--- src/rtl/exc_pkg.sv ---
package exc_pkg;
  localparam int MODE_W       = 5;
  localparam int IRQ_MASK_BIT = 7;
  localparam int NARROW_BIT   = 5;

  localparam logic [MODE_W-1:0] MODE_IRQ = 5'h12;
  localparam logic [MODE_W-1:0] MODE_SVC = 5'h13;
  localparam logic [MODE_W-1:0] MODE_UND = 5'h1B;

  localparam logic [7:0] VEC_UND = 8'h04;
  localparam logic [7:0] VEC_SWI = 8'h08;
  localparam logic [7:0] VEC_IRQ = 8'h18;

  typedef enum logic [1:0] {
    EXC_NONE = 2'd0,
    EXC_UND  = 2'd1,
    EXC_SWI  = 2'd2,
    EXC_IRQ  = 2'd3
  } excKind_e;

  typedef struct packed {
    logic     fire;
    excKind_e kind;
  } excStrobe_t;
endpackage

--- src/rtl/exc_ctrl.sv ---
module exc_ctrl
  import exc_pkg::*;
(
  input  logic       clk,
  input  logic       rstN,
  input  logic       irqReq,
  input  logic       swiReq,
  input  logic       undefReq,
  input  logic       irqMasked,
  output excStrobe_t strobe,
  output logic       flush
);
  // Requests tied to the current instruction outrank the external one.
  always_comb begin
    strobe.fire = 1'b1;
    if (undefReq)                 strobe.kind = EXC_UND;
    else if (swiReq)              strobe.kind = EXC_SWI;
    else if (irqReq && !irqMasked) strobe.kind = EXC_IRQ;
    else begin
      strobe.kind = EXC_NONE;
      strobe.fire = 1'b0;
    end
  end

  always_ff @(posedge clk) begin
    if (!rstN) flush <= 1'b0;
    else       flush <= strobe.fire;
  end
endmodule

--- src/rtl/exc_datapath.sv ---
module exc_datapath
  import exc_pkg::*;
#(
  parameter int DATA_W      = 32,
  parameter int HIVEC_LOW_W = 16
) (
  input  logic              clk,
  input  logic              rstN,
  input  excStrobe_t        strobe,
  input  logic [DATA_W-1:0] statusIn,
  input  logic [DATA_W-1:0] pcIn,
  input  logic              narrowState,
  input  logic              highVectors,
  output logic              wrEn,
  output logic [MODE_W-1:0] wrMode,
  output logic [DATA_W-1:0] lrData,
  output logic [DATA_W-1:0] spsrData,
  output logic [DATA_W-1:0] statusData,
  output logic [DATA_W-1:0] pcData
);
  localparam logic [DATA_W-1:0] HIVEC_MASK = {{(DATA_W-HIVEC_LOW_W){1'b1}}, {HIVEC_LOW_W{1'b0}}};
  localparam logic [DATA_W-1:0] WIDTH_NARROW = DATA_W'(2);
  localparam logic [DATA_W-1:0] WIDTH_WIDE   = DATA_W'(4);

  logic [MODE_W-1:0] modeNext;
  logic [DATA_W-1:0] vecNext;
  logic [DATA_W-1:0] instWidth;
  logic [DATA_W-1:0] lrNext;
  logic [DATA_W-1:0] statusNext;

  always_comb begin
    unique case (strobe.kind)
      EXC_UND: begin modeNext = MODE_UND; vecNext = DATA_W'(VEC_UND); end
      EXC_SWI: begin modeNext = MODE_SVC; vecNext = DATA_W'(VEC_SWI); end
      EXC_IRQ: begin modeNext = MODE_IRQ; vecNext = DATA_W'(VEC_IRQ); end
      default: begin modeNext = '0;       vecNext = '0;               end
    endcase
    if (highVectors) vecNext = vecNext | HIVEC_MASK;
  end

  always_comb begin
    instWidth = narrowState ? WIDTH_NARROW : WIDTH_WIDE;
    lrNext    = pcIn - instWidth;
    if (strobe.kind == EXC_IRQ) lrNext = lrNext + WIDTH_WIDE;
  end

  always_comb begin
    statusNext               = statusIn;
    statusNext[MODE_W-1:0]   = modeNext;
    statusNext[IRQ_MASK_BIT] = 1'b1;
    statusNext[NARROW_BIT]   = 1'b0;
  end

  always_ff @(posedge clk) begin
    if (!rstN) begin
      wrEn       <= 1'b0;
      wrMode     <= '0;
      lrData     <= '0;
      spsrData   <= '0;
      statusData <= '0;
      pcData     <= '0;
    end else begin
      wrEn <= strobe.fire;
      if (strobe.fire) begin
        wrMode     <= modeNext;
        lrData     <= lrNext;
        spsrData   <= statusIn;
        statusData <= statusNext;
        pcData     <= vecNext;
      end
    end
  end
endmodule

--- src/rtl/exc_entry.sv ---
module exc_entry
  import exc_pkg::*;
#(
  parameter int DATA_W      = 32,
  parameter int HIVEC_LOW_W = 16
) (
  input  logic              clk,
  input  logic              rstN,
  input  logic [DATA_W-1:0] statusIn,
  input  logic [DATA_W-1:0] pcIn,
  input  logic              narrowState,
  input  logic              highVectors,
  input  logic              irqReq,
  input  logic              swiReq,
  input  logic              undefReq,
  output logic              wrEn,
  output logic [4:0]        wrMode,
  output logic [DATA_W-1:0] lrData,
  output logic [DATA_W-1:0] spsrData,
  output logic [DATA_W-1:0] statusData,
  output logic [DATA_W-1:0] pcData,
  output logic              flush
);
  excStrobe_t strobe;

  exc_ctrl i_ctrl (
    .clk      (clk),
    .rstN     (rstN),
    .irqReq   (irqReq),
    .swiReq   (swiReq),
    .undefReq (undefReq),
    .irqMasked(statusIn[IRQ_MASK_BIT]),
    .strobe   (strobe),
    .flush    (flush)
  );

  exc_datapath #(.DATA_W(DATA_W), .HIVEC_LOW_W(HIVEC_LOW_W)) i_datapath (
    .clk        (clk),
    .rstN       (rstN),
    .strobe     (strobe),
    .statusIn   (statusIn),
    .pcIn       (pcIn),
    .narrowState(narrowState),
    .highVectors(highVectors),
    .wrEn       (wrEn),
    .wrMode     (wrMode),
    .lrData     (lrData),
    .spsrData   (spsrData),
    .statusData (statusData),
    .pcData     (pcData)
  );
endmodule

--- config.mk ---
export PLATFORM = sky130hd
export DESIGN_NAME = exc_entry
export DESIGN_NICKNAME = d
export VERILOG_FILES = /design/src/rtl/exc_pkg.sv /design/src/rtl/exc_ctrl.sv /design/src/rtl/exc_datapath.sv /design/src/rtl/exc_entry.sv
export SDC_FILE = /design/constraint.sdc
export NUM_CORES = 1
export LEC_CHECK = 0
export CORE_MARGIN = 3
export CORE_UTILIZATION = 45
export DETAILED_ROUTE_END_ITERATION = 16
export MAX_ROUTING_LAYER = met4
export PLACE_DENSITY = 0.85
export SYNTH_ARGS = -nofsm -noshare
export SYNTH_HDL_FRONTEND = slang
export SYNTH_SLANG_ARGS = --single-unit
export TNS_END_PERCENT = 10
--- constraint.sdc ---
create_clock -name clk -period 10.34 [get_ports clk]
set_input_delay 1.551 -clock clk [delete_from_list [all_inputs] [get_ports clk]]
set_output_delay 1.551 -clock clk [all_outputs]
set_load 0.01 [all_outputs]
==> flow_results.xml, run 1 <==
<?xml version="1.0" encoding="UTF-8"?>
<metrics>
  <group name="run_status">
    <metric name="result_of_the_run" unit="">completed</metric>
  </group>
  <group name="synth">
    <metric name="syn-mean-instance-area" unit="um^2">7.65</metric>
    <metric name="synth_fa_ha_area_frac" unit="">0.0126</metric>
    <metric name="yosys.area.top_type" unit="">dfxtp_1</metric>
    <metric name="synth_commonest_cells" unit="">108 x nand2_1, 72 x dfxtp_1, 68 x buf_4</metric>
    <metric name="ys_seq_area_frac" unit="">0.315</metric>
    <metric name="post_synth_main_area_contributors" unit="">dfxtp_1 32%, buf_4 11%, nand2_1 8.9%</metric>
    <metric name="unique_masters_post_synth" unit="">72</metric>
    <metric name="synth_xor_area_frac" unit="">0.0498</metric>
    <metric name="async_reset_ff_frac" unit="">0</metric>
    <metric name="simple_gate_share_of_the_synthesized_area" unit="">0.316</metric>
    <metric name="synth_compound_area_frac" unit="">0.150</metric>
    <metric name="netlist_area" unit="um^2">4570</metric>
    <metric name="yosysMostFrequentCell" unit="">nand2_1</metric>
    <metric name="synth.ff_latch_count" unit="">72</metric>
    <metric name="ys.flop_type" unit="">dfxtp_1</metric>
    <metric name="synthCells" unit="">598</metric>
    <metric name="synthMuxAreaShare" unit="">0.0112</metric>
    <metric name="ys.warnings.count" unit="">0</metric>
    <metric name="synth_enable_flop_cells" unit="">0</metric>
    <metric name="main_combinational_cell_family_by_area_after_synthesis" unit="">simple AND/OR/NAND/NOR gates</metric>
    <metric name="netlist.area_leader.share" unit="">0.315</metric>
  </group>
  <group name="clock_tree">
    <metric name="ctsLongestPathBuffers" unit="">2</metric>
    <metric name="post_cts.resized_instances" unit="">0</metric>
    <metric name="worstSkewPairLatency" unit="ps">340</metric>
    <metric name="postCtsHoldBufs" unit="">0</metric>
    <metric name="cts_inserted_buffers" unit="">9</metric>
    <metric name="cts_root_buffer" unit="">clkbuf_8</metric>
    <metric name="clock_sink_count" unit="">72</metric>
    <metric name="post-cts-setup-buffers" unit="">0</metric>
    <metric name="maximum_level_of_the_cts_h_tree" unit="">3</metric>
    <metric name="clkTransAtPathRegs" unit="ps">90</metric>
    <metric name="cts_tree" unit="">done</metric>
  </group>
  <group name="timing">
    <metric name="timing.final.crit_share" unit="">0.503</metric>
    <metric name="report.final.slew_viol_count" unit="">0</metric>
    <metric name="hold_violations" unit="">0</metric>
    <metric name="min_period" unit="ps">5200</metric>
    <metric name="skew" unit="ps">0</metric>
    <metric name="tightestPinTransition" unit="ps">832</metric>
    <metric name="tns" unit="ps">0</metric>
    <metric name="slew_headroom" unit="">0.446</metric>
    <metric name="max_freq" unit="GHz">0.192</metric>
    <metric name="setup_viol" unit="">0</metric>
    <metric name="grt_setup_unrepaired" unit="">no</metric>
  </group>
  <group name="worst_hold_path">
    <metric name="min_to" unit="">i_datapath.lrData[15]</metric>
    <metric name="min-delay-path-class" unit="">reg2reg</metric>
    <metric name="min-delay-start" unit="">i_datapath.lrData[15]</metric>
    <metric name="whs_path_depth" unit="">2</metric>
  </group>
  <group name="floorplanning">
    <metric name="io_pins" unit="">206</metric>
    <metric name="fp.coreArea" unit="um^2">9820</metric>
    <metric name="start_util" unit="">0.466</metric>
    <metric name="num_rows" unit="">36</metric>
    <metric name="die-area" unit="um^2">11400</metric>
    <metric name="die_boundary_height" unit="um">107</metric>
    <metric name="die_w" unit="um">107</metric>
  </group>
  <group name="flow_run">
    <metric name="max_cap_viol_count" unit="">0</metric>
  </group>
  <group name="worst_setup_path">
    <metric name="worstSetupStartpointType" unit="">primary input</metric>
    <metric name="regToRegSetupSlack" unit="ps">9420</metric>
    <metric name="cells_traversed_along_the_worst_timing_path" unit="">clkdlybuf4s50_1 -&gt; ha_1 -&gt; inv_1 -&gt; fa_1 -&gt; nor4_4 -&gt; nand2_1 -&gt; or4_2 -&gt; a21oi_1 -&gt; and4_1 -&gt; a21oi_1 -&gt; or3b_1 -&gt; a21oi_1</metric>
    <metric name="crit_top_cell" unit="">a21oi_1</metric>
    <metric name="path_delay_family" unit="">simple AND/OR/NAND/NOR gates</metric>
    <metric name="slowest_delay" unit="ps">590</metric>
    <metric name="crit_type" unit="">in2reg</metric>
    <metric name="worstSetupEndpointType" unit="">register</metric>
    <metric name="crit-reg2reg-capture" unit="">i_datapath.pcData[30]</metric>
    <metric name="worstRegToRegCells" unit="">2</metric>
    <metric name="cp.buffers_inverters" unit="">2</metric>
    <metric name="crit_fanout" unit="">8</metric>
    <metric name="worst_ep_required_time" unit="ps">10620</metric>
    <metric name="cp.arrival" unit="ps">5490</metric>
    <metric name="standard_cell_with_the_maximum_stage_delay_on_the_critical_path" unit="">or4_2</metric>
    <metric name="timing.critical_path.from" unit="">narrowState</metric>
    <metric name="rr_startpoint" unit="">i_datapath.pcData[30]</metric>
  </group>
  <group name="place">
    <metric name="gp_routability_congestion" unit="">0.912</metric>
    <metric name="detailed_place_hpwl" unit="um">10900</metric>
    <metric name="io_buffer_count" unit="">189</metric>
  </group>
  <group name="global_route">
    <metric name="grt_pass1_wl" unit="um">21000</metric>
    <metric name="antenna_found_initial" unit="">0</metric>
    <metric name="grt_usage" unit="">0.234</metric>
    <metric name="number_of_global_route_vias_before_repair" unit="">4251</metric>
    <metric name="grt_start_max_net_pins" unit="">53</metric>
    <metric name="grt-ovfl-total" unit="">0</metric>
  </group>
  <group name="finish">
    <metric name="final_net_count" unit="">796</metric>
    <metric name="multiInputGateArea" unit="um^2">2540</metric>
    <metric name="finish.utilization" unit="">0.644</metric>
    <metric name="area_growth" unit="%">38.2</metric>
    <metric name="regArea" unit="um^2">1440</metric>
    <metric name="final_layout_size_suffix_gt1_frac" unit="">0.0634</metric>
    <metric name="antenna_cells_inserted" unit="">0</metric>
    <metric name="n_fill_cell" unit="">876</metric>
  </group>
  <group name="power_and_ir_drop">
    <metric name="leakage" unit="nW">2.30</metric>
    <metric name="ir_worst_vdd" unit="mV">0.0717</metric>
    <metric name="power.share.sequential" unit="">0.410</metric>
    <metric name="combPwrFrac" unit="">0.250</metric>
    <metric name="powerDensity" unit="nW/um^2">119</metric>
    <metric name="p_int" unit="uW">532</metric>
    <metric name="portion_of_total_power_attributed_to_the_clock_network" unit="">0.339</metric>
    <metric name="netSwitchingPower" unit="uW">219</metric>
    <metric name="power_switching_share" unit="">0.292</metric>
  </group>
  <group name="routing">
    <metric name="first_pass_iters" unit="">5</metric>
    <metric name="drc" unit="">0</metric>
    <metric name="wl_per_cell" unit="um">16.2</metric>
    <metric name="antenna_left" unit="">0</metric>
    <metric name="detailedRoute.firstIterationViolations" unit="">303</metric>
    <metric name="route.vias.total" unit="">4616</metric>
    <metric name="post_drt_via_cell_ratio" unit="">5.37</metric>
    <metric name="finalWirelength" unit="um">13900</metric>
  </group>
</metrics>
per-layer routing:
metal,up-vias,wire length [um],track usage
met3,19,894,0.0470
met1,2154,5580,0.265
li1,2258,-,-
met5,-,0,-
met4,0,214,0.0566
met2,185,7190,0.423
logic make-up after synthesis:
logic type / count (synthesis)
AO/OA/AOI/OAI: 112
XOR/XNOR: 26
adder cells (fa/ha/maj): 4
buffers and inverters: 103
flip-flops: 72
multiplexers: 5
other: 1
AND/OR/NAND/NOR: 275
per-stage QoR:
step	area (um^2)	instances	total power, mW	setup WS [ps]	hold slack (ps)
after detailed placement	6090	843	0.503	4810	444
after global placement	6090	843	0.497	4960	439
after floorplan	4630	613	0.414	5750	476
final	6320	859	0.751	5140	452
after global routing	6320	859	0.783	4860	469
after CTS	6320	859	0.758	5180	455
cell type report:
class / instances / share of cell area
clock buffer: 9 / 0.0196
clock inverter: 7 / 0.0164
timing repair buffer: 193 / 0.304
multi-input combinational: 438 / 0.402
tap: 133 / 0.0263
sequential: 72 / 0.228
inverter: 7 / 0.00416
sequential cells by signal, indices dropped and copies added, names as in the netlist:
name                   flops
i_datapath.lrData         32
i_datapath.pcData          4
i_datapath.spsrData       32
i_datapath.statusData      1
i_datapath.wrEn            1
i_datapath.wrMode          2
power groups by stage:
stage                     Sequential [mW]  Combinational [mW]  Clock [mW]
after floorplan                     0.322              0.0919           0
after detailed placement            0.315               0.188           0
after CTS                           0.309               0.188       0.261
final                               0.308               0.188       0.255
after global placement              0.314               0.183           0
after global routing                0.311               0.201       0.272
how the worst max path moves through the flow:
stage	end	slack, ps	cells past startpoint
2_1_floorplan	i_datapath.lrData[25]	5750	13
3_3_place_gp	i_datapath.lrData[24]	4960	12
3_5_place_dp	i_datapath.lrData[24]	4810	12
4_1_cts	i_datapath.lrData[25]	5180	12
5_1_grt	i_datapath.lrData[13]	4860	12
6_report	i_datapath.lrData[25]	5140	12
tightest hold or removal path: stages (launching register included):
cell and delay, ps:
dfxtp_1 310, nand2_1 50, a21oi_1 50
cells in the final DEF, fill, tap and decap left out, drive strengths merged, types with 4 or more instances in the layout:
master and n:
nor2 41, xor2 10, a21oi 59, a211o 4
o21ai 15, xnor2 16, o31ai 4, or2 5
clkbuf 9, clkdlybuf4s50 189, a21o 4, nand2 108
nand4 9, inv 8, or3 9, nor4 13
nand3 45, conb 16, and4 5, buf 4
nor3 11, mux2i 4, or4 5, and2 5
dfxtp 72
Note: power is estimated with default switching activity, not from simulation.
==> run 2: changes to the inputs <==
--- a/config.mk
+++ b/config.mk
@@ -6,10 +6,10 @@
 export NUM_CORES = 1
 export LEC_CHECK = 0
 export CORE_MARGIN = 3
-export CORE_UTILIZATION = 45
+export CORE_UTILIZATION = 38
 export DETAILED_ROUTE_END_ITERATION = 16
 export MAX_ROUTING_LAYER = met4
-export PLACE_DENSITY = 0.85
+export PLACE_DENSITY = 0.76
 export SYNTH_ARGS = -nofsm -noshare
 export SYNTH_HDL_FRONTEND = slang
 export SYNTH_SLANG_ARGS = --single-unit
==> constraint.sdc (replaced) <==
create_clock -name clk -period 4.2 [get_ports clk]
set_input_delay 0.63 -clock clk [delete_from_list [all_inputs] [get_ports clk]]
set_output_delay 0.63 -clock clk [all_outputs]
set_load 0.01 [all_outputs]
==> run 2 against run 1 <==
Net effect:
- register-to-register slack worse by 6200 ps
- clock power grew to 2.9 times the previous value
- global-route usage shrank 2.5 points
- critical path type unchanged
==> flow_results.xml, run 2 (synthesized netlist as in run 1, its figures left out) <==
<?xml version="1.0" encoding="UTF-8"?>
<metrics>
  <group name="run_status">
    <metric name="result_of_the_run" unit="">completed</metric>
  </group>
  <group name="place">
    <metric name="gp_routability_congestion" unit="">0.950</metric>
    <metric name="detailed_place_hpwl" unit="um">10900</metric>
    <metric name="post-place-ws" unit="ps">103</metric>
    <metric name="io_buffer_count" unit="">189</metric>
  </group>
  <group name="timing">
    <metric name="worst_hold_slack_after_final_layout" unit="ps">453</metric>
    <metric name="hold_violations" unit="">0</metric>
    <metric name="slew_headroom" unit="">0.598</metric>
    <metric name="grt_setup_unrepaired" unit="">no</metric>
    <metric name="tns" unit="ps">0</metric>
    <metric name="min_period" unit="ps">3800</metric>
    <metric name="post-route-worst-setup-slack" unit="ps">402</metric>
    <metric name="tightestPinTransition" unit="ps">596</metric>
    <metric name="report.final.slew_viol_count" unit="">0</metric>
    <metric name="setup_viol" unit="">0</metric>
    <metric name="timing.final.crit_share" unit="">0.904</metric>
    <metric name="max_freq" unit="GHz">0.263</metric>
    <metric name="skew" unit="ps">0</metric>
  </group>
  <group name="worst_setup_path">
    <metric name="path_delay_family" unit="">simple AND/OR/NAND/NOR gates</metric>
    <metric name="cp.arrival" unit="ps">4070</metric>
    <metric name="cells_traversed_along_the_worst_timing_path" unit="">clkdlybuf4s50_1 -&gt; ha_1 -&gt; inv_1 -&gt; fa_1 -&gt; or4_1 -&gt; buf_4 -&gt; nor3_1 -&gt; nand3_1 -&gt; a32oi_1 -&gt; nand3_2 -&gt; or3_1 -&gt; a211o_1 -&gt; nand3b_1</metric>
    <metric name="worst_ep_required_time" unit="ps">4470</metric>
    <metric name="crit_type" unit="">in2reg</metric>
    <metric name="worstSetupEndpointType" unit="">register</metric>
    <metric name="crit_fanout" unit="">6</metric>
    <metric name="standard_cell_with_the_maximum_stage_delay_on_the_critical_path" unit="">clkdlybuf4s50_1</metric>
    <metric name="crit-reg2reg-capture" unit="">i_datapath.pcData[30]</metric>
    <metric name="rr_startpoint" unit="">i_datapath.pcData[30]</metric>
    <metric name="worstRegToRegCells" unit="">2</metric>
    <metric name="slowest_delay" unit="ps">480</metric>
    <metric name="cp.buffers_inverters" unit="">3</metric>
    <metric name="regToRegSetupSlack" unit="ps">3230</metric>
    <metric name="worstSetupStartpointType" unit="">primary input</metric>
  </group>
  <group name="global_route">
    <metric name="number_of_global_route_vias_before_repair" unit="">4302</metric>
    <metric name="grt_start_max_net_pins" unit="">53</metric>
    <metric name="grt-ovfl-total" unit="">0</metric>
    <metric name="antenna_found_initial" unit="">0</metric>
    <metric name="grt_usage" unit="">0.209</metric>
    <metric name="grt_pass1_wl" unit="um">21500</metric>
  </group>
  <group name="finish">
    <metric name="final_layout_size_suffix_gt1_frac" unit="">0.0898</metric>
    <metric name="antenna_cells_inserted" unit="">0</metric>
    <metric name="final_net_count" unit="">816</metric>
    <metric name="layout.cells.most_common" unit="">clkdlybuf4s50_1</metric>
    <metric name="largest_registers" unit="">i_datapath.lrData x32, i_datapath.spsrData x32, i_datapath.pcData x4</metric>
    <metric name="layout.cells.most_common_list" unit="">189 x clkdlybuf4s50_1, 107 x nand2_1, 72 x dfxtp_1</metric>
    <metric name="area_growth" unit="%">43.2</metric>
    <metric name="finish.utilization" unit="">0.564</metric>
  </group>
  <group name="floorplanning">
    <metric name="die_w" unit="um">116</metric>
    <metric name="num_rows" unit="">39</metric>
    <metric name="start_util" unit="">0.394</metric>
    <metric name="die-area" unit="um^2">13400</metric>
    <metric name="io_pins" unit="">206</metric>
    <metric name="die_boundary_height" unit="um">116</metric>
    <metric name="fp.coreArea" unit="um^2">11600</metric>
  </group>
  <group name="clock_tree">
    <metric name="clkTransAtPathRegs" unit="ps">60</metric>
    <metric name="maximum_level_of_the_cts_h_tree" unit="">3</metric>
    <metric name="postCtsHoldBufs" unit="">0</metric>
    <metric name="worstSkewPairLatency" unit="ps">330</metric>
    <metric name="post-cts-setup-buffers" unit="">0</metric>
    <metric name="cts_inserted_buffers" unit="">9</metric>
    <metric name="ctsLongestPathBuffers" unit="">2</metric>
    <metric name="cts_tree" unit="">done</metric>
    <metric name="cts_root_buffer" unit="">clkbuf_16</metric>
    <metric name="clock_sink_count" unit="">72</metric>
    <metric name="post_cts.resized_instances" unit="">0</metric>
  </group>
  <group name="flow_run">
    <metric name="max_cap_viol_count" unit="">0</metric>
  </group>
  <group name="power_and_ir_drop">
    <metric name="powerDensity" unit="nW/um^2">300</metric>
    <metric name="ir_worst_vdd" unit="mV">0.204</metric>
    <metric name="power.total" unit="mW">1.97</metric>
    <metric name="leakage" unit="nW">2.43</metric>
  </group>
  <group name="routing">
    <metric name="wl_met1" unit="um">5800</metric>
    <metric name="met3RoutedLength" unit="um">1000</metric>
    <metric name="first_pass_iters" unit="">5</metric>
    <metric name="route.vias.total" unit="">4640</metric>
    <metric name="drc" unit="">0</metric>
    <metric name="wl_per_cell" unit="um">15.7</metric>
    <metric name="antenna_left" unit="">0</metric>
    <metric name="detailedRoute.firstIterationViolations" unit="">294</metric>
    <metric name="dr.max_layer_used" unit="">met4</metric>
    <metric name="wl_met2" unit="um">6770</metric>
    <metric name="post_drt_via_cell_ratio" unit="">5.22</metric>
    <metric name="finalWirelength" unit="um">13900</metric>
  </group>
  <group name="worst_hold_path">
    <metric name="whs_path_depth" unit="">2</metric>
    <metric name="min-delay-start" unit="">i_datapath.lrData[15]</metric>
    <metric name="min_to" unit="">i_datapath.lrData[15]</metric>
    <metric name="min-delay-path-class" unit="">reg2reg</metric>
  </group>
</metrics>
[run 2: layer usage]
layer / track usage / vias to the layer above
li1: - / 2299
met3: 0.0423 / 22
met5: - / -
met4: 0.0889 / 0
met2: 0.345 / 191
met1: 0.247 / 2128
[run 2: cell type report]
class	instances	area, um^2
inverter	7	26.3
tap	143	179
fill	1072	5060
multi-input combinational	438	2540
clock inverter	4	26.3
clock buffer	12	267
timing repair buffer	213	2070
sequential	72	1440
[run 2: worst max-delay path by stage]
stage                      startpoint                     to  depth (start not counted)
after floorplan               pcIn[1]  i_datapath.lrData[25]                         13
after detailed placement  narrowState  i_datapath.lrData[27]                         13
final                     narrowState  i_datapath.lrData[29]                         13
after global routing      narrowState  i_datapath.lrData[27]                         13
after CTS                 narrowState  i_datapath.lrData[29]                         13
after global placement    narrowState  i_datapath.lrData[29]                         13
[run 2: tightest hold or removal path, cell delays in order, from the launching register on]
cell     delay (ps)
dfxtp_1         300
nand2_1          50
a21oi_1          50
[run 2: stage by stage]
stage,area [um^2],instances
final,6550,889
after global routing,6550,889
after CTS,6550,889
after detailed placement,6260,873
after global placement,6260,873
after floorplan,4630,613
[run 2: power by group]
group          leakage (nW)  internal [mW]  switching (mW)
Sequential            0.598          0.730          0.0300
Clock                 0.145          0.448           0.290
Combinational          1.69          0.245           0.223
==> run 3: changes to the inputs <==
--- a/config.mk
+++ b/config.mk
@@ -10,6 +10,7 @@
 export DETAILED_ROUTE_END_ITERATION = 16
 export MAX_ROUTING_LAYER = met4
 export PLACE_DENSITY = 0.76
+export SLEW_MARGIN = 30
 export SYNTH_ARGS = -nofsm -noshare
 export SYNTH_HDL_FRONTEND = slang
 export SYNTH_SLANG_ARGS = --single-unit
==> results of run 3 <==
The final DEF is identical to that of run 2; final timing and power are the same.
